==> src/rtl/nvc_pkg.sv <==
package nvc_pkg;

    localparam int OP_W_DEF  = 3;
    localparam int ADR_W_DEF = 8;

    typedef enum logic [3:0] {
        ST_IDLE,
        ST_CLR,
        ST_SEL,
        ST_CKH,
        ST_BIT_D,
        ST_BIT_L,
        ST_BIT_H,
        ST_TAIL,
        ST_POLL,
        ST_DES_L,
        ST_DES_CS,
        ST_DES_H
    } state_t;

    typedef struct packed {
        logic cs;
        logic sclk;
        logic sdo;
    } pins_t;

    localparam pins_t PINS_OFF = '{cs: 1'b0, sclk: 1'b0, sdo: 1'b0};

    // States whose length is one fixed step of the half-period divider
    function automatic logic is_timed(state_t s);
        return (s != ST_IDLE) && (s != ST_POLL);
    endfunction

endpackage

==> src/rtl/nvc_divider.sv <==
module nvc_divider #(
    parameter int COUNT        = 4,
    parameter bit HIT_AT_START = 1'b0
) (
    input  logic clk,
    input  logic rst,
    input  logic run,
    output logic hit
);
    localparam int            CW   = (COUNT > 1) ? $clog2(COUNT) : 1;
    localparam logic [CW-1:0] LAST = CW'(COUNT - 1);

    logic [CW-1:0] cnt_q;

    always_ff @(posedge clk) begin
        if (rst || !run)
            cnt_q <= '0;
        else if (cnt_q == LAST)
            cnt_q <= '0;
        else
            cnt_q <= cnt_q + 1'b1;
    end

    generate
        if (HIT_AT_START) begin : g_first
            assign hit = run && (cnt_q == '0);
        end else begin : g_last
            assign hit = run && (cnt_q == LAST);
        end
    endgenerate

    // interval counter stays inside its period
    p_cnt_range_r7: assert property (@(posedge clk) disable iff (rst)
        cnt_q <= LAST);

endmodule

==> src/rtl/nvc_shifter.sv <==
module nvc_shifter #(
    parameter int W = 11
) (
    input  logic         clk,
    input  logic         rst,
    input  logic         load,
    input  logic         shift,
    input  logic [W-1:0] din,
    output logic         msb,
    output logic         msb_next
);
    logic [W-1:0] sh_q;

    always_ff @(posedge clk) begin
        if (rst)
            sh_q <= '0;
        else if (load)
            sh_q <= din;
        else if (shift)
            sh_q <= {sh_q[W-2:0], 1'b0};
    end

    assign msb      = sh_q[W-1];
    assign msb_next = sh_q[W-2];

    // a load never coincides with a shift
    p_no_load_shift_r10: assert property (@(posedge clk) disable iff (rst)
        !(load && shift));

endmodule

==> src/rtl/nvc_attempts.sv <==
module nvc_attempts #(
    parameter int LIMIT = 200
) (
    input  logic clk,
    input  logic rst,
    input  logic clear,
    input  logic bump,
    output logic at_limit
);
    localparam int            CW  = $clog2(LIMIT + 1);
    localparam logic [CW-1:0] CAP = CW'(LIMIT);

    logic [CW-1:0] cnt_q;

    always_ff @(posedge clk) begin
        if (rst || clear)
            cnt_q <= '0;
        else if (bump)
            cnt_q <= cnt_q + 1'b1;
    end

    assign at_limit = (cnt_q == CAP);

    // never more failed samples than the limit
    p_tries_cap_r9: assert property (@(posedge clk) disable iff (rst)
        cnt_q <= CAP);

    p_no_bump_at_cap_r9: assert property (@(posedge clk) disable iff (rst)
        at_limit |-> !bump);

endmodule

==> src/rtl/nvc_ctrl.sv <==
module nvc_ctrl
    import nvc_pkg::*;
#(
    parameter int OP_WIDTH   = OP_W_DEF,
    parameter int ADR_WIDTH  = ADR_W_DEF,
    parameter int HALF_DIV   = 25,
    parameter int POLL_DIV   = 5000,
    parameter int POLL_LIMIT = 200
) (
    input  logic                 clk,
    input  logic                 rst,
    input  logic                 start_i,
    input  logic                 poll_i,
    input  logic [OP_WIDTH-1:0]  op_i,
    input  logic [ADR_WIDTH-1:0] addr_i,
    input  logic                 sdi_i,
    output logic                 busy_o,
    output logic                 done_o,
    output logic                 err_o,
    output logic                 cs_o,
    output logic                 sclk_o,
    output logic                 sdo_o
);
    localparam int            FRAME_W  = OP_WIDTH + ADR_WIDTH;
    localparam int            BW       = $clog2(FRAME_W);
    localparam logic [BW-1:0] LAST_BIT = BW'(FRAME_W - 1);

    state_t        st_q, st_d;
    pins_t         pins_q, pins_d;
    logic          mode_q, mode_d;
    logic          fail_q, fail_d;
    logic          done_q, done_d;
    logic          err_q, err_d;
    logic [BW-1:0] bit_q, bit_d;

    logic step_hit, poll_hit, at_limit;
    logic ld, sh, msb, msb_nx;
    logic tries_clr, tries_bump;

    nvc_divider #(.COUNT(HALF_DIV), .HIT_AT_START(1'b0)) u_step (
        .clk (clk),
        .rst (rst),
        .run (is_timed(st_q)),
        .hit (step_hit)
    );

    nvc_divider #(.COUNT(POLL_DIV), .HIT_AT_START(1'b1)) u_poll (
        .clk (clk),
        .rst (rst),
        .run (st_q == ST_POLL),
        .hit (poll_hit)
    );

    nvc_shifter #(.W(FRAME_W)) u_shift (
        .clk      (clk),
        .rst      (rst),
        .load     (ld),
        .shift    (sh),
        .din      ({op_i, addr_i}),
        .msb      (msb),
        .msb_next (msb_nx)
    );

    nvc_attempts #(.LIMIT(POLL_LIMIT)) u_tries (
        .clk      (clk),
        .rst      (rst),
        .clear    (tries_clr),
        .bump     (tries_bump),
        .at_limit (at_limit)
    );

    always_comb begin
        st_d       = st_q;
        pins_d     = pins_q;
        mode_d     = mode_q;
        fail_d     = fail_q;
        bit_d      = bit_q;
        done_d     = 1'b0;
        err_d      = 1'b0;
        ld         = 1'b0;
        sh         = 1'b0;
        tries_clr  = 1'b0;
        tries_bump = 1'b0;
        unique case (st_q)
            ST_IDLE: if (start_i) begin
                st_d      = ST_CLR;
                pins_d    = PINS_OFF;
                mode_d    = poll_i;
                fail_d    = 1'b0;
                bit_d     = '0;
                ld        = 1'b1;
                tries_clr = 1'b1;
            end
            ST_CLR: if (step_hit) begin
                st_d      = ST_SEL;
                pins_d.cs = 1'b1;
            end
            ST_SEL: if (step_hit) begin
                st_d        = ST_CKH;
                pins_d.sclk = 1'b1;
            end
            ST_CKH: if (step_hit) begin
                if (mode_q) begin
                    st_d = ST_POLL;
                end else begin
                    st_d       = ST_BIT_D;
                    pins_d.sdo = msb;
                end
            end
            ST_BIT_D: if (step_hit) begin
                st_d        = ST_BIT_L;
                pins_d.sclk = 1'b0;
            end
            ST_BIT_L: if (step_hit) begin
                st_d        = ST_BIT_H;
                pins_d.sclk = 1'b1;
            end
            ST_BIT_H: if (step_hit) begin
                if (bit_q == LAST_BIT) begin
                    st_d       = ST_TAIL;
                    pins_d.sdo = 1'b0;
                end else begin
                    st_d       = ST_BIT_D;
                    pins_d.sdo = msb_nx;
                    sh         = 1'b1;
                    bit_d      = bit_q + 1'b1;
                end
            end
            ST_TAIL: if (step_hit) begin
                st_d        = ST_DES_L;
                pins_d.sclk = 1'b0;
            end
            ST_POLL: if (poll_hit) begin
                if (sdi_i) begin
                    st_d        = ST_DES_L;
                    pins_d.sclk = 1'b0;
                end else if (at_limit) begin
                    st_d        = ST_DES_L;
                    pins_d.sclk = 1'b0;
                    fail_d      = 1'b1;
                end else begin
                    tries_bump = 1'b1;
                end
            end
            ST_DES_L: if (step_hit) begin
                st_d      = ST_DES_CS;
                pins_d.cs = 1'b0;
            end
            ST_DES_CS: if (step_hit) begin
                st_d        = ST_DES_H;
                pins_d.sclk = 1'b1;
            end
            ST_DES_H: if (step_hit) begin
                st_d   = ST_IDLE;
                done_d = 1'b1;
                err_d  = fail_q;
            end
            default: st_d = ST_IDLE;
        endcase
    end

    always_ff @(posedge clk) begin
        if (rst) begin
            st_q   <= ST_IDLE;
            pins_q <= PINS_OFF;
            mode_q <= 1'b0;
            fail_q <= 1'b0;
            bit_q  <= '0;
            done_q <= 1'b0;
            err_q  <= 1'b0;
        end else begin
            st_q   <= st_d;
            pins_q <= pins_d;
            mode_q <= mode_d;
            fail_q <= fail_d;
            bit_q  <= bit_d;
            done_q <= done_d;
            err_q  <= err_d;
        end
    end

    assign busy_o = (st_q != ST_IDLE);
    assign done_o = done_q;
    assign err_o  = err_q;
    assign cs_o   = pins_q.cs;
    assign sclk_o = pins_q.sclk;
    assign sdo_o  = pins_q.sdo;

    // data moves only while the clock is high and not moving
    p_sdo_when_high_r4: assert property (@(posedge clk) disable iff (rst)
        !$stable(sdo_o) |-> (sclk_o && $stable(sclk_o)));

    // select moves only while the clock is low and not moving
    p_cs_quiet_clk_r5: assert property (@(posedge clk) disable iff (rst)
        !$stable(cs_o) |-> (!sclk_o && $stable(sclk_o)));

    // busy ends only with a completion pulse
    p_busy_end_r6: assert property (@(posedge clk) disable iff (rst)
        $fell(busy_o) |-> done_o);

    // mode chosen at start holds for the whole operation
    p_mode_hold_r10: assert property (@(posedge clk) disable iff (rst)
        (busy_o && $past(busy_o)) |-> $stable(mode_q));

    // completion pulse is a single cycle
    p_done_pulse_r11: assert property (@(posedge clk) disable iff (rst)
        done_o |=> !done_o);

    // error flag only together with completion
    p_err_with_done_r11: assert property (@(posedge clk) disable iff (rst)
        err_o |-> done_o);

    // polling keeps the device selected with the clock parked high
    p_poll_selected_r8: assert property (@(posedge clk) disable iff (rst)
        (st_q == ST_POLL) |-> (cs_o && sclk_o));

endmodule

==> config.mk <==
export PLATFORM = sky130hd
export DESIGN_NAME = nvc_ctrl
export DESIGN_NICKNAME = d
export VERILOG_FILES = /design/src/rtl/nvc_pkg.sv /design/src/rtl/nvc_divider.sv /design/src/rtl/nvc_shifter.sv /design/src/rtl/nvc_attempts.sv /design/src/rtl/nvc_ctrl.sv
export SDC_FILE = /design/constraint.sdc
export NUM_CORES = 1
export LEC_CHECK = 0
export BUFFER_PORTS_ARGS = -buffer_cell sky130_fd_sc_hd__buf_4
export CELL_PAD_IN_SITES_DETAIL_PLACEMENT = 0
export CELL_PAD_IN_SITES_GLOBAL_PLACEMENT = 1
export CORE_UTILIZATION = 41
export DETAILED_ROUTE_END_ITERATION = 10
export PLACE_DENSITY_LB_ADDON = 0.1
export SYNTH_ARGS = -nofsm -noshare
export SYNTH_HDL_FRONTEND = slang
export SYNTH_HIERARCHICAL = 1
export SYNTH_SLANG_ARGS = --single-unit
==> constraint.sdc <==
create_clock -name clk -period 2.2 [get_ports clk]
set_input_delay 0.22 -clock clk [delete_from_list [all_inputs] [get_ports clk]]
set_output_delay 0.22 -clock clk [all_outputs]
set_load 0.01 [all_outputs]
=== After elaboration in Yosys (flattened, before gate mapping) ===
Index checks and enable logic that the tools add are counted.

* RAM bits: 0
* ROM bits: 0
* Input port bits: 16
* Memories: 0
* Bits in latches: 0
* Logic and storage cells: 135
* Register bits: 52

* Equal/unequal tests: 35
* Muxes and demuxes: 51
* Add/sub/neg operators: 4
* Reduce and logical (&&, ||, !) cells: 30
* Shifts and indexed selects: 0
* Divide/modulo/power cells: 0
* Bitwise gates (word level): 2
* $mul: 0
* $lt $le $gt $ge: 0

{| class="wikitable"
|+ Operators by type and width
! kind !! count
|-
| $mux W4 || 18
|-
| $pmux W4 S12 || 1
|-
| $ne A2 B2 Y1 const B || 16
|-
| $mux W1 || 23
|-
| $mux W11 || 2
|-
| $eq A4 B4 Y1 const B || 5
|-
| $eq A4 B3 Y1 const B || 4
|-
| $add A13 B1 Y13 const B || 1
|-
| $eq A13 B13 Y1 const B || 1
|-
| $logic_not A13 Y1 || 1
|-
| $reduce_and A13 Y1 || 1
|-
| $reduce_and A5 Y1 || 2
|-
| $add A8 B1 Y8 const B || 1
|-
| $eq A4 B2 Y1 const B || 2
|-
| $eq A8 B8 Y1 const B || 1
|-
| $pmux W4 S2 || 1
|-
| $reduce_and A4 Y1 || 2
|-
| $reduce_bool A4 Y1 || 2
|-
| $reduce_or A2 Y1 || 4
|-
| $pmux W1 S3 || 2
|-
| $reduce_and A6 Y1 || 1
|-
| $reduce_bool A2 Y1 || 3
|-
| $reduce_bool A3 Y1 || 2
|-
| $reduce_or A3 Y1 || 2
|-
| 17 further kinds || 24
|}

=== Logic depth before layout (Yosys ltp) ===
Gate-level depths: netlist (run 1).

* Word-level depth: 7
* Depth in mapped cells: 11
* Depth with buffers taken out: 9

=== Cells and area by module ===
The synthesis (run 1) kept the hierarchy.

{| class="wikitable"
|+ Modules (own cells, without submodules)
! module !! cells each !! area an instance (µm²) !! times used !! sequential area each (µm²)
|-
| nvc_ctrl || 113 || 943.4 || 1 || 300.3
|-
| nvc_divider at u_poll || 70 || 600.6 || 1 || 260.2
|-
| nvc_shifter || 48 || 498.0 || 1 || 220.2
|-
| nvc_attempts || 43 || 385.4 || 1 || 160.2
|-
| nvc_divider at u_step || 23 || 220.2 || 1 || 100.1
|}

=== Least setup slack after synthesis (run 1) ===
Ideal clock, no wire load.

* Path type: register -> register
* Start: register st_q[0]
* End: register u_tries.cnt_q[5]
* Stages on the path, launching flop included: 12
* Data required time: 2.130 ns
* Arrival: 2.197 ns
* Path slack: -0.067 ns
* Period minus slack after synthesis: 2.267 ns
* Path buffers: 2
* Cell sequence: dfxtp_1 buf_6 nor3_4 inv_2 nor2_1 nor4b_1 and3_2 and3_1 buf_2 nand4_2 or3_1 a21oi_1

* Longest elaborated chain between the ends: 4

{| class="wikitable"
|+ Ends and longest elaborated chain
! what !! RTL line !! text
|-
| start, declared || nvc_ctrl.sv:28 || <nowiki>state_t st_q, st_d;</nowiki>
|-
| start signal, assigned || nvc_ctrl.sv:172 || <nowiki>st_q <= st_d;</nowiki>
|-
| $eq A4 B4 Y1 || nvc_ctrl.sv:50 || <nowiki>.run (st_q == ST_POLL),</nowiki>
|-
| $logic_and A1 B1 Y1 || nvc_divider.sv:26 || <nowiki>assign hit = run && (cnt_q == '0);</nowiki>
|-
| via poll_hit || nvc_ctrl.sv:36 || <nowiki>logic step_hit, poll_hit, at_limit;</nowiki>
|-
| $mux W1 || nvc_ctrl.sv:133 || <nowiki>ST_POLL: if (poll_hit) begin</nowiki>
|-
| $mux W1 || nvc_ctrl.sv:84 || <nowiki>unique case (st_q)</nowiki>
|-
| via tries_bump || nvc_ctrl.sv:38 || <nowiki>logic tries_clr, tries_bump;</nowiki>
|-
| end signal, assigned || nvc_attempts.sv:19 || <nowiki>cnt_q <= cnt_q + 1'b1;</nowiki>
|-
| end, declared || nvc_attempts.sv:13 || <nowiki>logic [CW-1:0] cnt_q;</nowiki>
|}

The timed path passes the listed nets, and every way through them passes these cells.
A chain may end at the register's enable or synchronous reset.

=== Final worst setup path (run 1) ===
* Start: register u_poll.cnt_q[6]
* End: register u_tries.cnt_q[7]

* Longest elaborated chain between the ends: 4

{| class="wikitable"
|+ Ends and longest elaborated chain
! what !! RTL line !! text
|-
| start, declared || nvc_divider.sv:13 || <nowiki>logic [CW-1:0] cnt_q;</nowiki>
|-
| start signal, assigned || nvc_divider.sv:21 || <nowiki>cnt_q <= cnt_q + 1'b1;</nowiki>
|-
| $logic_not A13 Y1 || nvc_divider.sv:26 ||
|-
| $logic_and A1 B1 Y1 || nvc_divider.sv:26 ||
|-
| via poll_hit || nvc_ctrl.sv:36 ||
|-
| $mux W1 || nvc_ctrl.sv:133 ||
|-
| $mux W1 || nvc_ctrl.sv:84 ||
|-
| via tries_bump || nvc_ctrl.sv:38 ||
|}

The timed path passes the listed nets, and every way through them passes these cells.

==> key figures, run 1 <==
Run status
  • Outcome: finished, final reports clean

Timing
  • Final setup fails: 0
  • Slew headroom: about two thirds
  • Final Hold Viols: 0
  • Worst Hold Margin: around 140 ps
  • RSZ-0062 raised after global routing: true
  • Slew Limit Fails: 0
  • Max Clock Skew: 8.61 ps
  • Fmax: approximately 460 MHz
  • Setup TNS: 0 ps
  • Least-Margin Pin Slew: about 490 ps
  • Period utilisation layout: ~98%
  • Minimum clock period: between 2000 and 2500 ps

Synthesis
  • Synthesized net count: between 300 and 400
  • Fraction of registers with async set/reset: 0%
  • Count of cell types in the netlist: 56
  • Register area share after synthesis: roughly 39%
  • Synth Warn #: 6
  • Cell count after synthesis: just under 300
  • Syn Area/Cell: roughly 8.9 um^2
  • Ys flop type: dfxtp_1
  • Cell Area, Synth: about 2600 um^2
  • EDFF count, synth: 0
  • Seq cells post-synth: 52

Power
  • Final Power: 0.00240 W
  • P_leak: 1.14 nW
  • Worst vdd ir: roughly 500 uV
  • Pwr/cell area: between 700 and 800 nW/um^2

Hold path
  • Min-delay worst type: in2reg
  • WHS Path Cells: 3
  • Hold_sp: poll_i
  • Hold EP: mode_q

CTS
  • Cts hold-fix bufs: 0
  • Clock Pin Slew Worst Setup and Hold Paths: approximately 100 ps
  • Clock Path Buffers: 2
  • Clk sinks: 52
  • H-tree depth: 2
  • CTS Root Cell: clkbuf_8
  • Later-pin clock latency in the skew report: 310 ps
  • CTS tree: done
  • Number of CTS-inserted buffers: 5

Die
  • Die X: between 80 and 90 um
  • Core Region: 6060 um^2
  • Die Ht: around 80 um
  • # rows: 28
  • Top-level I/O count: 22
  • Full die area: 6780 um^2
  • Starting Density: a little over two fifths

Global routing
  • Global-route wire length before repair: around 9100 um
  • GRT Total Usage: around 17%
  • Total gr overflow: 0
  • Initial antenna violation count: 0
  • Vias in the first global route: roughly 2000
  • Pin count of the biggest net entering global routing: 27

Placed design
  • GP Congestion: approximately 0.74
  • IO Port Bufs: 21
  • HPWL Detailed: just under 4000 um

Job
  • Max-cap violation count: 0

Route
  • Vias/cell: 5.31
  • Initial drt markers: roughly 120
  • Wire per inst: 13.1 um
  • Via count: 2194
  • # DRC: 0
  • DRT Wirelength: about 5400 um
  • Final ANT Viol Nets: 0
  • Detailed-router iteration count before antenna repair: 4

Critical path
  • Crit path max fanout: 4
  • Worst setup EP type: flip-flop
  • Setup slack, reg-to-reg: about 48 ps
  • Worst EP arrival: roughly 2400 ps
  • Crit Reg-Reg Startpoint: u_poll/cnt_q[6]
  • Req. time, crit path: about 2400 ps
  • Critical path type: reg2reg
  • Reg-to-Reg End: u_tries/cnt_q[7]
  • CP startpoint kind: flip-flop
  • Cell depth of the worst flop-to-flop path: 7

Final layout
  • Fin util: 52.1%
  • Area Overhead vs Synth: 19.3%
  • Fraction of layout cells with a size suffix above 1: about 23%
  • Final Net Count: approximately 360
  • Diode count: 0
## how the worst max path moves through the flow
stage                            end        startpoint  slack, ps
floorplan           u_tries/cnt_q[5]           st_q[2]          9
global placement    u_tries/cnt_q[7]   u_poll/cnt_q[6]         60
detailed placement  u_tries/cnt_q[5]  u_tries/cnt_q[0]         30
CTS                 u_tries/cnt_q[7]  u_tries/cnt_q[0]         10
global route        u_tries/cnt_q[7]   u_poll/cnt_q[6]        -50
finish              u_tries/cnt_q[7]   u_poll/cnt_q[6]         50
## layer usage
metal	vias up	share of wire (%)	wire length [um]	track usage (%)
li1	1134	-	-	-
met5	-	0	0	0
met4	0	1.1	58	5.61
met2	34	43	2350	26.9
met3	7	3.7	200	3.52
met1	1019	52	2800	23.9
## worst max-delay path, cell delays in order, from the launching register on
cell and delay (ps):
dfxtp_2 330, or4_4 540, nor3_4 190, and3_4 230, and3_4 220, nand4_4 90
or3_4 380, a21oi_2 130
## power by group
part | switching (W) | internal (W) | leakage [nW] | total (W)
registers | 0.0000637 | 0.00104 | 0.423 | 0.00110
logic | 0.000406 | 0.000344 | 0.678 | 0.000749
clock network | 0.000319 | 0.000227 | 0.0414 | 0.000545
total | 0.000788 | 0.00161 | 1.14 | 0.00240
## Yosys cell counts, drive strengths merged (5+ instances only)
cell | instances | share of area, %
a211oi | 12 | 3.4
a21oi | 16 | 3.2
buf | 8 | 2.4
clkbuf | 5 | 0.71
dfxtp | 52 | 39
ha | 8 | 3.8
inv | 14 | 2.0
mux2i | 13 | 4.9
nand2 | 16 | 2.3
nand3 | 10 | 1.9
nand4 | 7 | 1.9
nor2 | 35 | 5.0
nor2b | 12 | 2.8
nor3 | 7 | 2.1
o21ai | 9 | 1.7
or3 | 6 | 1.4
xnor2 | 11 | 3.6
xor2 | 7 | 2.3
## logic make-up (layout without fill, tap and decap cells)
group,Yosys count,after routing,synth area share (%)
AO/OA/AOI/OAI,53,53,13.6
XOR/XNOR,18,18,5.95
adder cells (fa/ha/maj),8,8,3.78
buffers and inverters,28,69,5.25
flip-flops,52,52,39.3
multiplexers,13,13,4.91
AND/OR/NAND/NOR,125,125,27.2
## layout make-up
class | count | area (um^2)
fillers | 601 | 2900
multi-input cells | 217 | 1530
flip-flops and latches | 52 | 1040
repair buffers | 46 | 345
well taps | 75 | 93.8
clock buffers | 6 | 72.6
inverters | 15 | 56.3
clock inverters | 2 | 16.3
## repair_timing
item	CTS	global route
pin swaps	0	5
setup endpoints to repair	2	6
buffers inserted	0	2
gates resized for setup	1	11
## per-stage QoR
stage	area, um^2	worst slack, ps	cells
after floorplan	2650	8.89	297
after global placement	2990	63.9	403
after detailed placement	2990	30.0	403
after CTS	3090	11.8	411
after global routing	3160	-45.8	413
final	3160	47.8	413
## registers in the layout, indices dropped and copies added (netlist names)
register,count
u_poll/cnt_q,13
u_shift/sh_q,11
u_tries/cnt_q,8
u_step/cnt_q,5
bit_q,4
st_q,4
cs_o,1
done_o,1
err_o,1
fail_q,1
mode_q,1
sclk_o,1
sdo_o,1
## cells in the final DEF, fill, tap and decap left out, drive strengths merged, types with 6 or more instances in the layout
cell type  Yosys  layout
dfxtp         52      52
buf            8      46
nor2          35      35
nand2         16      16
a21oi         16      16
inv           14      14
mux2i         13      13
nor2b         12      12
a211oi        12      12
xnor2         11      11
nand3         10      10
o21ai          9       9
ha             8       8
xor2           7       7
nand4          7       7
nor3           7       7
or3            6       6
clkbuf         5       6
Note: power is estimated with default switching activity, not from simulation.
==> inputs of run 2 (changes only) <==
ABC_AREA = 1   (was unset)
CORE_UTILIZATION = 39   (was 41)
PLACE_DENSITY = 0.76   (was unset)
PLACE_DENSITY_LB_ADDON = unset   (was 0.1)
==> run 2 against run 1 <==
Against the previous run:
- critical path depth rose by 6
- cell count rose by 39%
- largest cell class unchanged
- worst hold slack improved by 43 ps
- critical endpoint unchanged
- clock skew rose by 1.4 ps
- non-clock buffer count fell by 18
- die area rose by 16%
- cell area rose by 6.7%
- setup slack improved by 210 ps
- clock power rose by 5.1%
- synthesized area rose by 11%
==> key figures, run 2 <==
Run status
  • Outcome: finished, final reports clean

Final layout
  • Commonest non-fill, non-tap cells in the layout: 110 x nand2_1, 62 x nor2_1, 59 x inv_1
  • Largest Register: u_poll/cnt_q
  • Fraction of layout cells with a size suffix above 1: 20.8% (-1.9 points)
  • Max reg flops: 13 (unchanged)
  • FILL cells: 823 (+37%)
  • Final Net Count: 498 (+38%)
  • Diode count: 0 (unchanged)
  • Seq. cell area: 1050 um^2 (+0.60%)
  • Most common cell after layout, fill and taps aside: nand2_1
  • Largest regs: u_poll/cnt_q: 13 flops, u_shift/sh_q: 11 flops, u_tries/cnt_q: 8 flops
  • Area of the multi-input gates: 1630 um^2 (+6.4%)
  • Area Overhead vs Synth: 14.5%

Route
  • # DRC: 0 (unchanged)
  • Detailed-router iteration count before antenna repair: 4 (unchanged)
  • DRT Wirelength: 6350 um (+17%)
  • Vias/cell: 4.67 (-12%)
  • Final ANT Viol Nets: 0 (unchanged)
  • Via count: 2678 (+22%)
  • Initial drt markers: 124 (+2.5%)
  • Wire per inst: 11.1 um (-16%)

Die
  • Core Region: 7290 um^2 (+20%)
  • Full die area: 7900 um^2 (+16%)
  • Die X: 88.9 um (+7.9%)
  • Starting Density: 40.4% (-3.3 points)
  • Top-level I/O count: 22 (unchanged)
  • # rows: 31 (+11%)
  • Die Ht: 88.9 um (+7.9%)

Hold path
  • Min-delay worst type: in2reg

Critical path
  • Buf/Inv on CP: 2 (+2)
  • Crit path max fanout: 6 (+2)
  • Worst setup EP type: flip-flop
  • Most Frequent Cell on Critical Path: nor2_2
  • Critical path type: reg2reg
  • CP startpoint kind: flip-flop
  • Crit-path cells: inv_1 > ha_1 > nand4_1 > nor3_1 > or2_2 > nor2_2 > inv_2 > nor2_2 > nand2_2 > nor2_4 > nand3_1 > nand2_1 > nor2_1
  • CP max stage delay: 410 ps (-130 ps)
  • Req. time, crit path: 2400 ps (-40 ps)
  • Slowest stage cell on the critical path: dfxtp_1
  • Worst EP arrival: 2140 ps (-260 ps)
  • Crit-path leading delay family: simple AND/OR/NAND/NOR gates

Synthesis
  • Cell count after synthesis: 443 (+49%)
  • Register area share after synthesis: 35.4% (-4.0 points)
  • Post-synth top cells: 110 x nand2_1, 63 x nor2_1, 59 x inv_1
  • Synth top area cells: dfxtp_1 35%, nand2_1 14%, nor2_1 8.0%, inv_1 7.5%, nand3_1 6.1%
  • Synth Warn #: 6 (unchanged)
  • Share of the synthesized area in the top cell type: 35.4% (-4.0 points)
  • Seq cells post-synth: 52 (unchanged)
  • Count of cell types in the netlist: 29 (-48%)
  • Syn Area/Cell: 6.65 um^2 (-25%)
  • Ys flop type: dfxtp_1
  • EDFF count, synth: 0 (unchanged)
  • Cell Area, Synth: 2940 um^2 (+11%)
  • Fraction of registers with async set/reset: 0% (unchanged)
  • Most common cell in the netlist: nand2_1
  • Synthesized net count: 467 (+45%)
  • Largest area contributor in the netlist: dfxtp_1

Timing
  • Setup TNS: 0 ps (unchanged)
  • Minimum clock period: 1940 ps (-214 ps)
  • Max Clock Skew: 10.1 ps (+1.45 ps)
  • Final setup fails: 0 (unchanged)
  • Least-Margin Pin Slew: 500 ps (+8.47 ps)
  • Fmax: 516 MHz (+11%)
  • RSZ-0062 raised after global routing: false
  • Final Hold Viols: 0 (unchanged)
  • Worst Hold Margin: 182 ps (+42.9 ps)
  • Slew headroom: 66.5% (-0.27 points)
  • Period utilisation layout: 88.1% (-9.7 points)
  • Slew Limit Fails: 0 (unchanged)

CTS
  • CTS tree: done
  • Clock Pin Slew Worst Setup and Hold Paths: 100 ps (about the same)
  • CTS Root Cell: clkbuf_8
  • Clk sinks: 52 (unchanged)
  • Clock Path Buffers: 2 (unchanged)
  • H-tree depth: 2 (unchanged)
  • Number of CTS-inserted buffers: 5 (unchanged)
  • Later-pin clock latency in the skew report: 310 ps (about the same)

Power
  • Pwr/cell area: 811 nW/um^2 (+6.9%)
  • Worst vdd ir: 400 uV (-19%)
  • P_leak: 1.52 nW (+33%)
  • Final Power: 0.00274 W (+14%)

Global routing
  • Pin count of the biggest net entering global routing: 19 (-30%)
  • Vias in the first global route: 2405 (+22%)
  • GRT Total Usage: 17.4% (about the same)
  • Initial antenna violation count: 0 (unchanged)
  • Total gr overflow: 0 (unchanged)
  • Global-route wire length before repair: 10700 um (+18%)

Placed design
  • GP Congestion: 0.824 (+11%)
  • HPWL Detailed: 4960 um (+29%)
  • IO Port Bufs: 21 (unchanged)

Job
  • Max-cap violation count: 0 (unchanged)
run 2: changes by cell type after synthesis, moves of 10 or more:
cell      previous run  this run
nand3_1             10        36
nand2_1             16       110
nand3_2              0        10
nor2_2               0        12
xnor2_1             11         1
nor2b_1             12         0
nand2_2              0        19
nor2_1              35        63
mux2i_1             13         0
a211oi_1            12         0
inv_1               13        59
run 2: layout make-up:
type | count | share of cell area (%)
multi-input combinational | 321 | 48.3
tap | 99 | 3.67
sequential | 52 | 31.1
clock inverter | 3 | 0.816
timing repair buffer | 28 | 6.60
clock buffer | 5 | 2.04
inverter | 66 | 7.42
run 2: routing by layer:
layer / wire length [um] / global-route usage (%) / vias to the layer above
met5: 0 / 0 / -
met3: 192 / 2.71 / 9
met4: 66 / 4.40 / 0
met2: 2770 / 28.1 / 26
met1: 3330 / 24.1 / 1187
li1: - / - / 1456
run 2: power breakdown:
group | leakage (nW) | internal (W) | switching [W]
Clock | 0.0463 | 0.000234 | 0.000338
Combinational | 1.05 | 0.000385 | 0.000615
Sequential | 0.424 | 0.00106 | 0.000108
run 2: metrics by stage:
stage | worst slack, ps | instance area (um^2) | cells | utilization, %
after floorplan | 218 | 2940 | 443 | -
after global placement | 240 | 3260 | 566 | 44.6
final | 262 | 3370 | 574 | 46.2
after CTS | 172 | 3350 | 574 | 46.0
after detailed placement | 185 | 3260 | 566 | 44.6
after global routing | 24.5 | 3370 | 574 | 46.2
run 2: tightest hold or removal path, delay by kind of cell:
| family | cells | cell delay, ps |
|---|---|---|
| simple gates | 1 | 70 |
| buf+inv | 1 | 100 |
| compound gates | 1 | 60 |
run 2: final timing paths:
kind                            slack (ps)  depth (start not counted)              from          endpoint
worst max-delay path                   260                         13  u_tries/cnt_q[0]  u_tries/cnt_q[7]
worst min-delay path                   180                          3         addr_i[0]   u_shift/sh_q[0]
worst max register to register         260                         13  u_tries/cnt_q[0]  u_tries/cnt_q[7]
worst min register to register         450                          2            fail_q             err_o
run 2: cells by family after synthesis:
family	after synthesis	share of synthesized area, %
buffers and inverters	70	9.69
and+or+nand+nor	273	43.5
xor gates and xnor gates	4	1.19
DFF	52	35.4
AOI/OAI and AO/OA	36	6.89
adders and majority gates	8	3.40
run 2: repair_timing:
| action | 4_1_cts | 5_1_grt |
|---|---|---|
| setup endpoints to repair | 0 | 13 |
| resized for setup | 0 | 8 |
| hold buffers | 0 | 0 |
| buffers inserted | 0 | 0 |
==> inputs of run 3 (changes only) <==
CORE_UTILIZATION = 40   (was 39)
CTS_BUF_LIST = sky130_fd_sc_hd__clkbuf_4 sky130_fd_sc_hd__clkbuf_8   (was unset)
PLACE_DENSITY = 0.78   (was 0.76)
==> run 3 against run 2 <==
Against the previous run:
- setup slack worse by 120 ps
- critical path depth stayed put
- critical path type unchanged
- worst hold slack worse by 7.3 ps
- count of clock-buffer cells in the layout stayed put
==> key figures, run 3 (synthesis results as in run 2) <==
Final layout
  • Area Overhead vs Synth: 15.8%
  • FILL cells: 740 (-10%)
  • Non-filler cells, final: 571 (-0.52%)
  • Commonest non-fill, non-tap cells in the layout: 110 x nand2_1, 63 x nor2_1, 59 x inv_1
  • Seq. cell area: 1040 um^2 (-0.60%)
  • Final Net Count: 498 (unchanged)
  • Diode count: 0 (unchanged)
  • Max reg flops: 13 (unchanged)
  • Fin util: 49.1% (+2.9 points)
  • Fraction of layout cells with a size suffix above 1: 20.0% (-0.84 points)
  • Area of the multi-input gates: 1630 um^2 (-0.15%)
  • Largest Register: u_poll/cnt_q
  • Largest regs: u_poll/cnt_q: 13 flops, u_shift/sh_q: 11 flops, u_tries/cnt_q: 8 flops
  • Most common cell after layout, fill and taps aside: nand2_1

CTS
  • Later-pin clock latency in the skew report: 300 ps (about the same)
  • Cts hold-fix bufs: 0 (unchanged)
  • Clock Pin Slew Worst Setup and Hold Paths: 100 ps (about the same)
  • Clock Path Buffers: 2 (unchanged)
  • H-tree depth: 2 (unchanged)
  • CTS Root Cell: clkbuf_8
  • Clk sinks: 52 (unchanged)
  • Number of CTS-inserted buffers: 5 (unchanged)
  • CTS tree: done

Route
  • # DRC: 0 (unchanged)
  • Vias/cell: 4.62 (-0.94%)
  • Final ANT Viol Nets: 0 (unchanged)
  • Initial drt markers: 112 (-9.7%)
  • DRT Wirelength: 6350 um (about the same)
  • Wire per inst: 11.1 um (+0.51%)
  • Detailed-router iteration count before antenna repair: 4 (unchanged)
  • Via count: 2639 (-1.5%)

Placed design
  • Inst Count DP: 563 (-0.53%)
  • HPWL Detailed: 4860 um (-2.0%)
  • IO Port Bufs: 21 (unchanged)
  • GP Congestion: 0.919 (+12%)

Critical path
  • Cell depth of the worst flop-to-flop path: 13 (unchanged)
  • Worst setup EP type: flip-flop
  • Req. time, crit path: 2400 ps (about the same)
  • Crit-path leading delay family: simple AND/OR/NAND/NOR gates
  • Most Frequent Cell on Critical Path: nor2_1
  • Slowest stage cell on the critical path: dfxtp_1
  • CP max stage delay: 410 ps (about the same)
  • Crit Reg-Reg Startpoint: u_tries/cnt_q[0]
  • Crit path max fanout: 6 (unchanged)
  • Setup slack, reg-to-reg: 140 ps (-120 ps)
  • Reg-to-Reg End: u_tries/cnt_q[7]
  • Worst EP arrival: 2260 ps (+120 ps)
  • Crit-path cells: inv_1 > ha_1 > nand4_1 > nor3_1 > or2_2 > nor2_2 > inv_2 > nor2_1 > nand2_2 > nor2_4 > nand3_1 > nand2_1 > nor2_1
  • CP startpoint kind: flip-flop
  • Buf/Inv on CP: 2 (unchanged)
  • Critical path type: reg2reg

Hold path
  • WHS Path Cells: 3 (unchanged)
  • Hold_sp: addr_i[0]
  • Hold EP: u_shift/sh_q[0]
  • Min-delay worst type: in2reg

Power
  • Logic pwr share: 32.3% (-4.2 points)
  • Sw power: 0.00104 W (-2.3%)
  • Worst vdd ir: 404 uV (+1.1%)
  • Switching Fraction: 34.4% (-4.4 points)
  • Clk network pwr share: 29.3% (+8.4 points)
  • Int Power: 0.00198 W (+18%)
  • Pwr/cell area: 884 nW/um^2 (+9.0%)
  • P_leak: 1.54 nW (+1.5%)
  • Seq pwr share: 38.3% (-4.2 points)

Timing
  • Slew Limit Fails: 0 (unchanged)
  • Max Clock Skew: 7.24 ps (-2.81 ps)
  • Least-Margin Pin Slew: 670 ps (+170 ps)
  • Period utilisation layout: 93.4% (+5.3 points)
  • Final Hold Viols: 0 (unchanged)
  • RSZ-0062 raised after global routing: true
  • Slew headroom: 55.3% (-11 points)
  • Fmax: 487 MHz (-5.7%)
  • Minimum clock period: 2060 ps (+117 ps)
  • Final setup fails: 0 (unchanged)

Run status
  • Outcome: finished, final reports clean

Job
  • Max-cap violation count: 0 (unchanged)

Die
  • Die Ht: 87.8 um (-1.2%)
  • Full die area: 7710 um^2 (-2.4%)
  • # rows: 30 (-3.2%)
  • Starting Density: 42.4% (+2.0 points)
  • Die X: 87.8 um (-1.2%)
  • Core Region: 6940 um^2 (-4.8%)
  • Top-level I/O count: 22 (unchanged)

Global routing
  • Initial antenna violation count: 0 (unchanged)
  • GRT Total Usage: 17.4% (+0.033 points)
  • Global-route wire length before repair: 10500 um (-1.7%)
  • Pin count of the biggest net entering global routing: 17 (-2)
  • Vias in the first global route: 2390 (-0.62%)
  • Total gr overflow: 0 (unchanged)
## run 3: changes by cell type in the layout (fill, tap and decap cells not counted), sizes merged
cell / change
clkinv: -1
clkinvlp: -1
inv: -1
bufinv: +3
## run 3: layout make-up
cell class | instances | area share, %
multi-input combinational | 321 | 47.7
timing repair buffer | 28 | 6.17
clock buffer | 5 | 2.02
tap | 96 | 3.52
inverter | 66 | 7.34
clock inverter | 3 | 2.64
sequential | 52 | 30.6
## run 3: how the worst max path moves through the flow
stage                  endpoint  cells past startpoint  slack (ps)              from
2_1_floorplan  u_tries/cnt_q[7]                     13         220  u_tries/cnt_q[0]
3_3_place_gp            st_q[1]                     15         150           st_q[3]
3_5_place_dp            st_q[2]                     15         110           st_q[3]
4_1_cts                 st_q[1]                     16          80           st_q[3]
5_1_grt        u_tries/cnt_q[6]                     15         -40           st_q[3]
6_report       u_tries/cnt_q[7]                     13         140  u_tries/cnt_q[0]
## run 3: worst reg2reg max path, stage by stage, from the launching register on
cell and delay, ps:
dfxtp_1 410, inv_1 60, ha_1 190, nand4_1 90
nor3_1 60, or2_2 300, nor2_2 150, inv_2 50
nor2_1 210, nand2_2 100, nor2_4 150, nand3_1 90
nand2_1 60, nor2_1 40
## run 3: power groups by stage
stage / clock [W] / combinational, W / sequential, W
after floorplan: 0 / 0.000734 / 0.00116
after global placement: 0 / 0.000968 / 0.00117
after detailed placement: 0 / 0.000968 / 0.00117
after CTS: 0.000918 / 0.000972 / 0.00115
after global routing: 0.000950 / 0.00111 / 0.00118
final: 0.000885 / 0.000974 / 0.00116
## run 3: per-stage QoR
stage	instance area, um^2	power (W)	worst slack [ps]	hold slack [ps]	setup TNS, ps
4_1_cts	3400	0.00304	79.5	168	0
2_1_floorplan	2940	0.00189	218	282	0
5_1_grt	3410	0.00324	-35.1	180	-107
3_5_place_dp	3240	0.00214	108	443	0
6_report	3410	0.00302	145	175	0
3_3_place_gp	3240	0.00214	149	438	0
## run 3: per-layer routing
metal | share of wire, % | track usage (%) | vias up
li1 | - | - | 1452
met1 | 48 | 22.1 | 1155
met2 | 48 | 30.4 | 28
met3 | 2.8 | 3.11 | 4
met4 | 0.60 | 4.02 | 0
met5 | 0 | 0 | -
## run 3: what timing repair did
item                       CTS  global route
gates resized for setup      0             3
buffers inserted             0             0
setup endpoints to repair    0            13
